==> src/rtl/bypass_pkg.sv <==
package bypass_pkg;
    typedef enum logic [1:0] {
        SRC_RF  = 2'b00,
        SRC_WB  = 2'b01,
        SRC_MEM = 2'b10
    } fwd_src_e;
endpackage

==> src/rtl/fwd_pick.sv <==
module fwd_pick
    import bypass_pkg::*;
#(
    parameter int IDX_W = 5
) (
    input  logic [IDX_W-1:0] src,
    input  logic [IDX_W-1:0] mem_rd,
    input  logic             mem_we,
    input  logic [IDX_W-1:0] wb_rd,
    input  logic             wb_we,
    output fwd_src_e         sel
);
    logic src_live;
    logic hit_mem;
    logic hit_wb;

    always_comb begin
        src_live = (src != '0);
        hit_mem  = src_live && mem_we && (src == mem_rd);
        hit_wb   = src_live && wb_we  && (src == wb_rd);
        if (hit_mem)
            sel = SRC_MEM;
        else if (hit_wb)
            sel = SRC_WB;
        else
            sel = SRC_RF;
    end
endmodule

==> src/rtl/operand_mux.sv <==
module operand_mux
    import bypass_pkg::*;
#(
    parameter int DATA_W = 32
) (
    input  fwd_src_e          sel,
    input  logic [DATA_W-1:0] rf_val,
    input  logic [DATA_W-1:0] mem_val,
    input  logic [DATA_W-1:0] wb_val,
    output logic [DATA_W-1:0] op
);
    always_comb begin
        unique case (sel)
            SRC_MEM: op = mem_val;
            SRC_WB:  op = wb_val;
            default: op = rf_val;
        endcase
    end
endmodule

==> src/rtl/load_use_det.sv <==
module load_use_det #(
    parameter int IDX_W = 5
) (
    input  logic             ex_is_load,
    input  logic [IDX_W-1:0] ex_rd,
    input  logic [IDX_W-1:0] id_rs,
    input  logic [IDX_W-1:0] id_rt,
    input  logic             id_use_rs,
    input  logic             id_use_rt,
    output logic             stall
);
    logic dest_live;
    logic dep_rs;
    logic dep_rt;

    always_comb begin
        dest_live = ex_is_load && (ex_rd != '0);
        dep_rs    = id_use_rs && (id_rs == ex_rd);
        dep_rt    = id_use_rt && (id_rt == ex_rd);
        stall     = dest_live && (dep_rs || dep_rt);
    end
endmodule

==> src/rtl/bypass_ctrl.sv <==
module bypass_ctrl
    import bypass_pkg::*;
#(
    parameter int IDX_W  = 5,
    parameter int DATA_W = 32
) (
    input  logic [IDX_W-1:0]  ex_rs,
    input  logic [IDX_W-1:0]  ex_rt,
    input  logic [IDX_W-1:0]  ex_rd,
    input  logic              ex_is_load,
    input  logic [IDX_W-1:0]  mem_rd,
    input  logic              mem_we,
    input  logic [IDX_W-1:0]  wb_rd,
    input  logic              wb_we,
    input  logic [IDX_W-1:0]  id_rs,
    input  logic [IDX_W-1:0]  id_rt,
    input  logic              id_use_rs,
    input  logic              id_use_rt,
    input  logic [DATA_W-1:0] rf_a,
    input  logic [DATA_W-1:0] rf_b,
    input  logic [DATA_W-1:0] mem_alu,
    input  logic [DATA_W-1:0] wb_data,
    output logic [1:0]        sel_a,
    output logic [1:0]        sel_b,
    output logic [DATA_W-1:0] op_a,
    output logic [DATA_W-1:0] op_b,
    output logic              stall
);
    localparam int N_OPS = 2;

    logic [IDX_W-1:0]  src_v [N_OPS];
    logic [DATA_W-1:0] rf_v  [N_OPS];
    logic [DATA_W-1:0] op_v  [N_OPS];
    fwd_src_e          sel_v [N_OPS];

    assign src_v[0] = ex_rs;
    assign src_v[1] = ex_rt;
    assign rf_v[0]  = rf_a;
    assign rf_v[1]  = rf_b;

    for (genvar g = 0; g < N_OPS; g++) begin : g_op
        fwd_pick #(.IDX_W(IDX_W)) u_pick (
            .src    (src_v[g]),
            .mem_rd (mem_rd),
            .mem_we (mem_we),
            .wb_rd  (wb_rd),
            .wb_we  (wb_we),
            .sel    (sel_v[g])
        );
        operand_mux #(.DATA_W(DATA_W)) u_mux (
            .sel     (sel_v[g]),
            .rf_val  (rf_v[g]),
            .mem_val (mem_alu),
            .wb_val  (wb_data),
            .op      (op_v[g])
        );
    end

    assign sel_a = sel_v[0];
    assign sel_b = sel_v[1];
    assign op_a  = op_v[0];
    assign op_b  = op_v[1];

    load_use_det #(.IDX_W(IDX_W)) u_lud (
        .ex_is_load (ex_is_load),
        .ex_rd      (ex_rd),
        .id_rs      (id_rs),
        .id_rt      (id_rt),
        .id_use_rs  (id_use_rs),
        .id_use_rt  (id_use_rt),
        .stall      (stall)
    );

    always_comb begin

        mem_path_chk: assert (sel_a != SRC_MEM || op_a == mem_alu)
            else $error("operand A select MEM but value differs");

        wb_path_chk: assert (sel_b != SRC_WB || op_b == wb_data)
            else $error("operand B select WB but value differs");

        rf_path_chk: assert (sel_a != SRC_RF || op_a == rf_a)
            else $error("operand A select RF but value differs");

        young_first_chk: assert (!(ex_rs != '0 && mem_we && ex_rs == mem_rd) || sel_a == SRC_MEM)
            else $error("memory-stage producer not preferred");

        zero_src_chk: assert ((ex_rs != '0 || sel_a == SRC_RF) && (ex_rt != '0 || sel_b == SRC_RF))
            else $error("register zero forwarded");

        stall_load_chk: assert (!stall || (ex_is_load && ex_rd != '0))
            else $error("stall without a live load in execute");
    end
endmodule

==> config.mk <==
export PLATFORM = sky130hd
export DESIGN_NAME = bypass_ctrl
export DESIGN_NICKNAME = d
export VERILOG_FILES = /design/src/rtl/bypass_pkg.sv /design/src/rtl/fwd_pick.sv /design/src/rtl/operand_mux.sv /design/src/rtl/load_use_det.sv /design/src/rtl/bypass_ctrl.sv
export SDC_FILE = /design/constraint.sdc
export NUM_CORES = 1
export LEC_CHECK = 0
export ABC_CLOCK_PERIOD_IN_PS = 3900
export BUFFER_PORTS_ARGS = -buffer_cell sky130_fd_sc_hd__buf_2
export CAP_MARGIN = 20
export CORE_AREA = 2 2 91 93
export DETAILED_ROUTE_END_ITERATION = 7
export DIE_AREA = 0 0 93 95
export PLACE_DENSITY = 0.66
export SLEW_MARGIN = 40
export SYNTH_ARGS = -nofsm -noshare
export SYNTH_HDL_FRONTEND = slang
export SYNTH_SLANG_ARGS = --single-unit
==> constraint.sdc <==
create_clock -name vclk -period 3.9
set_input_delay 0.78 -clock vclk [all_inputs]
set_output_delay 0.78 -clock vclk [all_outputs]
set_load 0.01 [all_outputs]
==> results.yml <==
run_status:
  status: "finished clean"
final_layout:
  final_cell_mix: "buf_2 (237), nand3_1 (66), nor3_1 (64), a31oi_1 (64), o21ai_1 (58)"
  final_common_cell: "buf_2"
  antenna_cells: 0
  final.fill_count: 908
  final_layout_size_suffix_gt1_share_pct: 46.8
  area_growth_pct: 56.5
  seqCellArea_um2: 0
  final_core_util_pct: 41.6
  nNetsFinal: 738
  design.seq.count: 0
  multi_input_area_um2: 1840
  clock_buffers: 0
synthesis:
  synth-warning-count: 0
  synth_cells: 361
  synth_cell_type_count: 24
  syn_avg_cell_area_um2: 5.84
  synth_nets: 529
  netlist_area_um2: 2110
  seq_area_frac_synth_pct: 0
power:
  leakage_nw: 1.37
  powerDensity_nw_per_um2: 124
  vdd_drop_max_v: 0.000112
setup_path:
  crit_chain: "buf_2, or4_4, o211ai_2, buf_4, o21ai_1, a31oi_1, buf_2"
  cp-end-kind: "output pin"
  cp_data_arrival_time_ps: 2570
  cp_common_cell: "buf_2"
  cpPeakStageDelay_ps: 570
  required_ps: 3120
  start_kind: "primary input"
  crit_slowest_cell: "or4_4"
  critPathMaxFanout: 33
  path_class: "in -> out"
hold_path:
  min_path_type: "in -> out"
  holdPathStages: 4
  hold_start: "id_use_rs"
  hold_end: "stall"
sta:
  fin_crit_ps: 3350
  setup_ws_ps: 552
  hold_ws_ps: 1890
  rsz0062_at_grt: "false"
  slew_viol_final: 0
  final.setup.tns_ps: 0
  hold_viol: 0
  max_freq_mhz: 299
  tightest_slew_ps: 748
  maxSlewHeadroom_pct: 50.1
  finalSetupViolCount: 0
  period_share_pct: 85.9
routing:
  drt_iter0_drc: 231
  drc: 0
  drt_wl_total_um: 11700
  avgRoutedWirePerCell_um: 17.4
  antenna_left: 0
  routed-via-count: 3914
  post_drt_via_cell_ratio: 5.82
  firstDrtPassIters: 5
floorplan:
  io_pins: 237
  dieArea_um2: 8840
  die_w_um: 93
  start_util_pct: 26.6
  dieHeight_um: 95
  floorplan.rows: 33
  core_um2: 7930
global_route:
  antenna_found_initial: 0
  grt_pass1_wl_um: 17000
  grt_max_degree: 34
  grt_pass1_vias: 3688
  gr-total-overflow: 0
  grt.total_usage_pct: 23.6
place:
  hpwlAfterDp_um: 8930
  io_buffers: 237
  gp_congestion: 0.894
  place_ws_ps: 566
clock_tree:
  cts_resized: 0
  postCtsSetupRepairBufs: 0
  cts_hold_buf: 0
job:
  maxCapViolations: 0
## metrics by stage
step	power, mW	area (um2)	cells
after floorplan	0.207	2110	361
after global placement	0.400	3300	673
after detailed placement	0.403	3300	673
after CTS	0.405	3300	673
after global routing	0.440	3300	673
final	0.409	3300	673
## power breakdown
group	leakage [nW]	switching, mW	internal (mW)
clock network	0	0	0
registers	0	0	0
logic	1.37	0.242	0.167
total	1.37	0.242	0.167
## critical path, delay by kind of cell
family / cells / cell delay, ps
AOI/OAI and AO/OA: 3 / 520
and+or+nand+nor: 1 / 570
buffers and inverters: 3 / 690
## how the worst max path moves through the flow
| stage | startpoint | end | slack [ps] | cells after the start |
|---|---|---|---|---|
| floorplan | ex_rt[1] | op_b[16] | 1040 | 5 |
| global placement | ex_rs[0] | op_a[26] | 580 | 7 |
| detailed placement | ex_rs[0] | op_a[26] | 570 | 7 |
| CTS | ex_rs[0] | op_a[26] | 560 | 7 |
| global route | ex_rt[1] | sel_b[0] | 460 | 8 |
| finish | ex_rs[0] | op_a[26] | 550 | 7 |
## cell type report
| type | instances | share of cell area [%] |
|---|---|---|
| inverters | 2 | 0.227 |
| multi-input cells | 311 | 55.8 |
| well taps | 105 | 3.98 |
| repair buffers | 255 | 40.0 |
## routing by layer
metal / track usage [%] / up-vias / part of all wire, %
met5: 0 / - / 0
met4: 9.07 / 0 / 2.7
met3: 2.71 / 34 / 9.7
met2: 45.3 / 285 / 51
met1: 26.5 / 1776 / 37
li1: - / 1819 / -
## cell usage after synthesis
library cell | n | area, um2
buf_1 | 1 | 3.75
nand4_1 | 4 | 25.0
clkbuf_1 | 25 | 93.8
nor3_1 | 64 | 320
nor3_2 | 2 | 20.0
xor2_1 | 8 | 70.1
o211a_1 | 1 | 10.0
o211a_2 | 1 | 10.0
buf_6 | 6 | 67.6
inv_2 | 2 | 7.51
xnor2_1 | 22 | 193
nand3_1 | 66 | 330
o21ai_1 | 58 | 290
buf_4 | 10 | 75.1
or4_4 | 2 | 22.5
and4_1 | 2 | 17.5
buf_2 | 6 | 30.0
a21oi_1 | 1 | 5.00
or4_1 | 1 | 7.51
a31oi_1 | 64 | 400
o211ai_2 | 4 | 50.1
or2_1 | 2 | 12.5
nor4_1 | 2 | 12.5
o21ai_0 | 7 | 35.0
## kinds of logic (layout without fill, tap and decap cells)
logic type,count (synthesis),after routing,synth area share (%)
xor gates and xnor gates,30,30,12.5
AOI/OAI and AO/OA,136,136,38.0
buffers and inverters,50,257,13.2
and+or+nand+nor,145,145,36.4
Power figures use the tool's default switching activity.
